<file path="src/rtl/fifoReqPkg.sv">
package fifoReqPkg;
  // Strobes from the request control to the byte store
  typedef struct packed {
    logic clear;        // empty the queue at command start
    logic push;         // write one byte
    logic pushFromHost; // 1: byte from host bus, 0: from disk engine
    logic pop;          // remove the head byte
  } fifoStrobes_t;
endpackage

</file>
<file path="src/rtl/fifoStore.sv">
module fifoStore
  import fifoReqPkg::*;
#(
  parameter int DEPTH = 16,
  parameter int DW    = 8
) (
  input  logic                         clk,
  input  logic                         rstN,
  input  fifoStrobes_t                 strb,
  input  logic [DW-1:0]                hostData,
  input  logic [DW-1:0]                diskData,
  output logic [DW-1:0]                headData,
  output logic [$clog2(DEPTH+1)-1:0]   count,
  output logic                         full,
  output logic                         empty
);
  localparam int AW = $clog2(DEPTH);
  localparam int CW = $clog2(DEPTH + 1);

  logic [DW-1:0] mem [DEPTH];
  logic [AW-1:0] wrPtr, rdPtr;
  logic [DW-1:0] pushData;

  function automatic logic [AW-1:0] nextPtr(input logic [AW-1:0] p);
    return (p == AW'(DEPTH - 1)) ? '0 : p + 1'b1;
  endfunction

  assign pushData = strb.pushFromHost ? hostData : diskData;
  assign headData = mem[rdPtr];
  assign full     = (count == CW'(DEPTH));
  assign empty    = (count == '0);

  always_ff @(posedge clk) begin
    if (strb.push && !strb.clear) mem[wrPtr] <= pushData;
  end

  always_ff @(posedge clk or negedge rstN) begin
    if (!rstN) begin
      wrPtr <= '0;
      rdPtr <= '0;
      count <= '0;
    end else if (strb.clear) begin
      wrPtr <= '0;
      rdPtr <= '0;
      count <= '0;
    end else begin
      if (strb.push) wrPtr <= nextPtr(wrPtr);
      if (strb.pop)  rdPtr <= nextPtr(rdPtr);
      case ({strb.push, strb.pop})
        2'b10:   count <= count + 1'b1;
        2'b01:   count <= count - 1'b1;
        default: count <= count;
      endcase
    end
  end
endmodule

</file>
<file path="src/rtl/fifoReqCtrl.sv">
module fifoReqCtrl
  import fifoReqPkg::*;
#(
  parameter int DEPTH = 16
) (
  input  logic                        clk,
  input  logic                        rstN,
  input  logic                        cmdStart,
  input  logic                        dmaMode,
  input  logic                        dirToHost,
  input  logic [$clog2(DEPTH)-1:0]    threshold,
  input  logic                        hostWr,
  input  logic                        hostRd,
  input  logic                        dack,
  input  logic                        tc,
  input  logic                        diskWr,
  input  logic                        diskRd,
  input  logic                        diskLast,
  input  logic [$clog2(DEPTH+1)-1:0]  count,
  input  logic                        full,
  input  logic                        empty,
  output fifoStrobes_t                strb,
  output logic                        dmaReq,
  output logic                        intReq,
  output logic                        rqm,
  output logic                        resultReady,
  output logic                        overrun,
  output logic                        underrun
);
  localparam int CW = $clog2(DEPTH + 1);

  logic active, termSeen, armed, sectorEnd, resultPhase;
  logic hostWrOk, hostRdOk, termSet, req;
  logic [CW-1:0] thrEff, fillLevel;

  // threshold of zero behaves as one
  assign thrEff    = (threshold == '0) ? CW'(1) : CW'(threshold);
  assign fillLevel = CW'(DEPTH) - thrEff;

  // in DMA mode the acknowledge acts as the select for host cycles
  assign hostWrOk = hostWr && (!dmaMode || dack);
  assign hostRdOk = hostRd && (!dmaMode || dack);

  assign termSet = active && (dmaMode ? (tc && dack)
                                      : (tc && (hostWrOk || hostRdOk)));

  always_comb begin
    strb       = '0;
    strb.clear = cmdStart;
    if (active && !cmdStart) begin
      if (!dirToHost) begin
        strb.pushFromHost = 1'b1;
        strb.push         = hostWrOk && !full;
        strb.pop          = diskRd && !empty;
      end else begin
        strb.pushFromHost = 1'b0;
        strb.push         = diskWr && !full;
        strb.pop          = hostRdOk && !empty;
      end
    end
  end

  // direction-dependent request with hysteresis held in 'armed'
  always_comb begin
    req = 1'b0;
    if (active && !termSeen) begin
      if (!dirToHost)
        req = !full && (armed || count <= thrEff);
      else
        req = !empty && (armed || count >= fillLevel || sectorEnd);
    end
  end

  assign dmaReq      = dmaMode && req;
  assign intReq      = !dmaMode && req;
  assign rqm         = intReq;
  assign resultReady = resultPhase;

  always_ff @(posedge clk or negedge rstN) begin
    if (!rstN) begin
      active      <= 1'b0;
      termSeen    <= 1'b0;
      armed       <= 1'b0;
      sectorEnd   <= 1'b0;
      resultPhase <= 1'b0;
      overrun     <= 1'b0;
      underrun    <= 1'b0;
    end else if (cmdStart) begin
      active      <= 1'b1;
      termSeen    <= 1'b0;
      armed       <= !dirToHost;
      sectorEnd   <= 1'b0;
      resultPhase <= 1'b0;
      overrun     <= 1'b0;
      underrun    <= 1'b0;
    end else if (active) begin
      if (termSet) termSeen <= 1'b1;
      if (!dirToHost) begin
        if (full)                  armed <= 1'b0;
        else if (count <= thrEff)  armed <= 1'b1;
        if (hostWrOk && full)      overrun <= 1'b1;
      end else begin
        if (empty)                                  armed <= 1'b0;
        else if (count >= fillLevel || sectorEnd)   armed <= 1'b1;
        if (diskWr && diskLast && !full)            sectorEnd <= 1'b1;
        if (hostRdOk && empty)                      underrun <= 1'b1;
      end
      if (termSeen && empty) begin
        active      <= 1'b0;
        resultPhase <= 1'b1;
      end
    end
  end
endmodule

</file>
<file path="src/rtl/fifoXferReq.sv">
module fifoXferReq
  import fifoReqPkg::*;
#(
  parameter int DEPTH = 16,
  parameter int DW    = 8,
  localparam int AW   = $clog2(DEPTH),
  localparam int CW   = $clog2(DEPTH + 1)
) (
  input  logic          clk,
  input  logic          rstN,
  input  logic          cmdStart,
  input  logic          dmaMode,
  input  logic          dirToHost,
  input  logic [AW-1:0] threshold,
  input  logic          hostWr,
  input  logic [DW-1:0] hostWrData,
  input  logic          hostRd,
  output logic [DW-1:0] hostRdData,
  input  logic          dack,
  input  logic          tc,
  input  logic          diskWr,
  input  logic [DW-1:0] diskWrData,
  input  logic          diskLast,
  input  logic          diskRd,
  output logic [DW-1:0] diskRdData,
  output logic          dmaReq,
  output logic          intReq,
  output logic          rqm,
  output logic          resultReady,
  output logic          overrun,
  output logic          underrun,
  output logic [CW-1:0] fifoCount
);
  fifoStrobes_t strb;
  logic [DW-1:0] headData;
  logic full, empty;

  fifoStore #(.DEPTH(DEPTH), .DW(DW)) i_store (
    .clk(clk), .rstN(rstN), .strb(strb),
    .hostData(hostWrData), .diskData(diskWrData),
    .headData(headData), .count(fifoCount), .full(full), .empty(empty)
  );

  fifoReqCtrl #(.DEPTH(DEPTH)) i_ctrl (
    .clk(clk), .rstN(rstN), .cmdStart(cmdStart), .dmaMode(dmaMode),
    .dirToHost(dirToHost), .threshold(threshold),
    .hostWr(hostWr), .hostRd(hostRd), .dack(dack), .tc(tc),
    .diskWr(diskWr), .diskRd(diskRd), .diskLast(diskLast),
    .count(fifoCount), .full(full), .empty(empty), .strb(strb),
    .dmaReq(dmaReq), .intReq(intReq), .rqm(rqm),
    .resultReady(resultReady), .overrun(overrun), .underrun(underrun)
  );

  assign hostRdData = headData;
  assign diskRdData = headData;
endmodule

</file>
<file path="config.mk">
export PLATFORM = sky130hd
export DESIGN_NAME = fifoXferReq
export DESIGN_NICKNAME = d
export VERILOG_FILES = /design/src/rtl/fifoReqPkg.sv /design/src/rtl/fifoStore.sv /design/src/rtl/fifoReqCtrl.sv /design/src/rtl/fifoXferReq.sv
export SDC_FILE = /design/constraint.sdc
export NUM_CORES = 1
export LEC_CHECK = 0
export BUFFER_PORTS_ARGS = -buffer_cell sky130_fd_sc_hd__buf_2
export CAP_MARGIN = 20
export CORE_MARGIN = 2
export CORE_UTILIZATION = 59
export DETAILED_ROUTE_END_ITERATION = 16
export PLACE_DENSITY_LB_ADDON = 0.12
export SETUP_SLACK_MARGIN = 0.05
export SYNTH_ARGS = -nofsm -noshare
export SYNTH_HDL_FRONTEND = slang
export SYNTH_HIERARCHICAL = 1
export SYNTH_SLANG_ARGS = --single-unit
</file>
<file path="constraint.sdc">
create_clock -name clk -period 3.4 [get_ports clk]
set_input_delay 0.17 -clock clk [delete_from_list [all_inputs] [get_ports clk]]
set_output_delay 0.17 -clock clk [all_outputs]
set_load 0.005 [all_outputs]
</file>
=== After elaboration in Yosys (flattened, before gate mapping) ===
Memory sizes are Yosys's and may differ from the RTL's.
Cells that the tools add are included.

* RAM bits: 128
* Output and inout port bits: 27
* Bits of input ports: 32
* Bits in registers: 20
* Logic and storage cells: 122
* Bits in read-only memories: 0
* Bits in latches: 0
* Memories kept: 1

* Div/mod/pow operators: 0
* Shifts and indexed selects: 0
* Add/subtract/negate cells: 5
* Bitwise gates (word level): 0
* Reduce and logical (&&, ||, !) cells: 52
* Multipliers: 0
* Eq/ne operators: 7
* Mux-type cells: 45
* $lt $le $gt $ge: 2

{| class="wikitable"
|+ Memories
! memory !! depth !! width !! read ports !! clocked after memory_dff !! write ports !! RTL line !! source
|-
| i_store.mem || 16 || 8 || 1 || 0 || 1 || fifoStore.sv:20 || <nowiki>logic [DW-1:0] mem [DEPTH];</nowiki>
|}

{| class="wikitable"
|+ Operators by type and width
! kind !! number
|-
| $mux W1 || 33
|-
| $mux W4 || 7
|-
| $logic_and A1 B1 Y1 || 21
|-
| $reduce_bool A2 Y1 || 9
|-
| $reduce_and A3 Y1 || 4
|-
| $pmux W5 S2 || 1
|-
| $add A4 B1 Y4 const B || 2
|-
| $eq A4 B4 Y1 const B || 2
|-
| $mux W8 || 1
|-
| $logic_not A1 Y1 || 6
|-
| $logic_or A1 B1 Y1 || 6
|-
| $mux W3 || 2
|-
| $add A5 B1 Y5 const B || 1
|-
| $eq A5 B5 Y1 const B || 1
|-
| $ge A5 B5 Y1 || 1
|-
| $le A5 B5 Y1 || 1
|-
| $logic_not A5 Y1 || 1
|-
| $mux W5 || 1
|-
| $sub A5 B1 Y5 const B || 1
|-
| $sub A5 B5 Y5 const A || 1
|-
| $logic_not A4 Y1 || 1
|-
| $ne A4 B2 Y1 const B || 1
|-
| $reduce_and A2 Y1 || 2
|-
| $reduce_bool A4 Y1 || 1
|-
| 4 further kinds || 4
|}

=== Logic depth before layout (Yosys ltp) ===
* Depth in word-level cells: 10
* Mapped depth: 14
* Depth with buffers taken out: 12

=== By module ===
Netlist, hierarchy kept.

{| class="wikitable"
|+ By module, submodules not included
! module !! cells an instance !! sequential area each (µm²) !! instances !! area an instance (µm²)
|-
| fifoStore || 324 || 4169.0 || 1 || 5893.2
|-
| fifoReqCtrl || 88 || 175.2 || 1 || 713.2
|-
| fifoXferReq || 8 || 0.0 || 1 || 60.1
|}

=== Worst setup path before layout ===
Ideal clock, no wire load.

* Kind: flip-flop to flip-flop
* Start: register i_store.count[1]
* End: memory i_store.mem[1][0] (enable)
* Required time: 3017 ps
* Period minus slack after synthesis: 3051 ps
* Path buffers: 2
* Stages on the path, launching flop included: 10
* Slack: 349 ps
* Library setup time: 383 ps
* Arrival time: 2668 ps
* Cells stage by stage: dfrtp_1 > clkbuf_1 > nor4_1 > and2_1 > nand2b_1 > a211oi_1 > clkbuf_1 > nor2b_1 > nand2_1 > nor3_1

{| class="wikitable"
|+ RTL lines
! element !! RTL line !! source
|-
| from (decl) || fifoStore.sv:13 || <nowiki>output logic [$clog2(DEPTH+1)-1:0] count,</nowiki>
|-
| from (signal assigned) || fifoStore.sv:50 || <nowiki>2'b10: count <= count + 1'b1;</nowiki>
|-
| from (signal assigned) || fifoStore.sv:51 || <nowiki>2'b01: count <= count - 1'b1;</nowiki>
|-
| from (signal assigned) || fifoStore.sv:52 || <nowiki>default: count <= count;</nowiki>
|-
| to (decl) || fifoStore.sv:20 ||
|}

==> results.ini <==
[logic_synthesis]
synthesized_instance_count=420
post_synth_num_cell_types=50
postSynthAreaPerCell_um2=15.9
yosysWarningCount=6
synth_seq_cells=148
syn-num-nets=468
sequential_share_of_the_synthesized_area_pct=65.2
synth_area_um2=6670

[placed_design]
globalplace.congestion=0.847
dp_cells=612
place_hpwl_um=8600
numPortBuffers=58
post-place-ws_ns=0.315

[grt]
grt_pass1_wl_um=21000
groute.layer.met2.usage_pct=41.1
groute.layer.met3.usage_pct=5.64
grt_start_max_net_pins=32
grt.total_usage_pct=24.3
initial_antenna_violation_count=0
grt-busiest-layer=met2
global_route.overflow_total=0
first_global_vias=3930
use_met1_pct=31.9

[final_layout]
drive_gt1_share_pct=27.7
insertedDiodeCount=0
layout-area-overhead-vs-synth_pct=16.0
fill_cells=712
num-nets-final=541
final_cells=645

[pwr]
p_total_mw=4.40
power_report.internal_total_mw=3.40
power.sequential.fraction_pct=47.2
irDropWorstVdd_uv=348
powerDensity_nw_per_um2=569
power.leakage_nw=2.83
net-switching-power_mw=1.00
power_frac_comb_pct=11.0
clock_power_share_pct=41.8
p_sw_share_pct=22.8

[setup_path]
cp_max_fo=8
critPathCaptureType=flop
setup_crit_path_kind=reg2reg
critPathArrivalTime_ns=3.41
critPathRequiredTime_ns=3.67
critPathLaunchType=flop

[sta]
timing.final.crit_period_ns=3.14
final_hold_viol_count=0
totalNegativeSetupSlack_ns=0
max_freq_ghz=0.318
worst_pin_slew_ns=0.860
rsz0062_at_grt=no
post-route-worst-setup-slack_ns=0.259
finClkSkew_ns=0.00854
fin_worst_hold_slack_ns=0.0173
fin_crit_sh_pct=92.4
final-max-slew-violation-count=0
setup_violations=0
maxSlewHeadroom_pct=42.5

[clock_network]
clock_path_buffers=2
clk-insertion-delay-late_ns=0.40
clk_root_buffer_cell=clkbuf_16
cts_htree_levels=4
total_setup_buffers_inserted_after_cts=0
cts_tree=yes
cts_buffers=17
cts.reportedPaths.clkPinSlew_ns=0.06
clkSinkCount=148

[floorplanning]
start_util_pct=61.0
ioPinCount=59
die_width_um=110
fp.dieH_um=110
standard_cell_rows=38
core_area_um2=10900
die_area_um2=12200

[drt]
postRouteWirelength_um=13500
drtPass1Iterations=5
drt-initial-drc-count=331
vias_per_cell=6.13
avgRoutedWirePerCell_um=20.9
postRouteAntennaNets=0
routed-via-count=3951
drc=0

[flow_run]
cap_violations=0

[min_path]
holdCritPathClass=in2reg

[run_status]
status=finished clean

cells by family after synthesis:
kind of cell / share of synthesized area [%]
adders and majority gates: 3.00
AOI/OAI and AO/OA: 5.61
buffers and inverters: 3.51
DFF: 65.2
muxes: 13.7
xor gates and xnor gates: 0.920
and+or+nand+nor: 8.13
cell type report:
| cell class | count | area (um^2) | share of cell area, % |
|---|---|---|---|
| multi-input combinational | 229 | 2090 | 27.0 |
| clock inverter | 13 | 158 | 2.04 |
| timing repair buffer | 84 | 490 | 6.34 |
| clock buffer | 18 | 429 | 5.55 |
| sequential | 148 | 4350 | 56.2 |
| tap | 140 | 175 | 2.26 |
| inverter | 13 | 48.8 | 0.631 |
registers in the layout (all words and copies together) (netlist names):
register            flops
i_ctrl/armed            1
i_store/wrPtr           4
i_ctrl/overrun          1
i_ctrl/sectorEnd        1
i_store/rdPtr           4
i_store/count           5
i_ctrl/active           1
i_ctrl/termSeen         1
i_store/mem           128
i_ctrl/resultReady      1
i_ctrl/underrun         1
stage by stage:
stage,cell area [um^2],util [%]
after global placement,7130,65.2
after global routing,7730,70.7
after floorplan,6670,-
after detailed placement,7130,65.2
after CTS,7730,70.7
final,7730,70.7
timing repair:
action	in CTS	in global routing
hold endpoints to repair	21	0
hold buffers	2	0
resized for setup	0	0
setup endpoints to repair	0	0
synthesized netlist by cell type, drive strengths merged:
master	number	area, um^2
mux2	8	90.1
a211oi	2	15.0
nand2b	9	56.3
nor3	11	60.1
nor2b	9	56.3
a41oi	1	8.76
nor3b	2	20.0
buf	21	151
nor2	29	109
nand4	1	6.26
nor4	1	6.26
or2	2	12.5
nand3	8	40.0
edfxtp	128	3840
a22oi	18	135
o31ai	1	7.51
o21ai	4	20.0
or3b	1	8.76
nand3b	2	15.0
xor2	5	43.8
xnor2	2	17.5
inv	13	48.8
nand2	26	97.6
or3	2	12.5
a31o	1	8.76
mux4	32	781
mux2i	4	40.0
nand4b	1	8.76
or2b	1	7.51
a21oi	12	67.6
dfrtp	20	500
clkbuf	9	33.8
and2	4	25.0
o221ai	1	8.76
o32a	1	10.0
a21o	2	15.0
o311ai	2	17.5
a31oi	5	31.3
a32oi	1	8.76
ha	16	200
o211ai	2	20.0
power groups by stage:
stage | registers, mW | clock network [mW] | logic, mW
floorplan | 2.09 | 0 | 0.356
finish | 2.08 | 1.84 | 0.484
global route | 2.08 | 1.94 | 0.538
CTS | 2.08 | 1.86 | 0.485
detailed placement | 2.12 | 0 | 0.479
global placement | 2.11 | 0 | 0.466
critical path: stages, from the launching register on:
cell      delay (ns)
dfrtp_1         0.47
nor4_1          0.47
and2_1          0.26
nand2b_1        0.20
a211oi_1        0.10
nor2b_1         0.48
xor2_1          0.14
ha_1            0.25
a31o_2          0.25
a32oi_1         0.19
xnor2_1         0.08
nor2b_1         0.13
layout by cell type, fill, tap and decap left out, types with 8 or more instances in the layout:
cell type / n
a21oi_1: 10
nand2b_1: 9
mux2_2: 8
buf_2: 58
mux4_2: 16
inv_1: 13
nor3_1: 10
nand2_1: 26
edfxtp_1: 128
nand3_1: 8
buf_4: 24
ha_1: 16
nor2_1: 29
clkbuf_16: 17
mux4_1: 16
dfrtp_1: 19
nor2b_1: 9
a22oi_1: 18
per-layer routing:
layer  wire length, um  vias to the layer above  part of all wire [%]
met5                 0                        -                     0
met4               157                        0                   1.2
met3               747                       20                   5.5
met2              7100                      154                    53
met1              5490                     1992                    41
li1                  -                     1785                     -
final timing paths:
kind,start,endpoint,slack (ns),cells past startpoint
hold / removal,tc,i_ctrl/termSeen$_DFFE_PN0P_,0.02,3
hold reg to reg,i_ctrl/underrun$_DFFE_PN0P_,i_ctrl/underrun$_DFFE_PN0P_,0.50,2
setup reg to reg,i_store/count[2]$_DFFE_PN0P_,i_store/count[4]$_DFFE_PN0P_,0.26,11
max in group asynchronous,rstN,i_store/rdPtr[0]$_DFFE_PN0P_,2.78,2
setup / recovery,i_store/count[2]$_DFFE_PN0P_,i_store/count[4]$_DFFE_PN0P_,0.26,11
min in group asynchronous,rstN,i_store/wrPtr[1]$_DFFE_PN0P_,0.26,2
(Power assumes the default switching activity.)
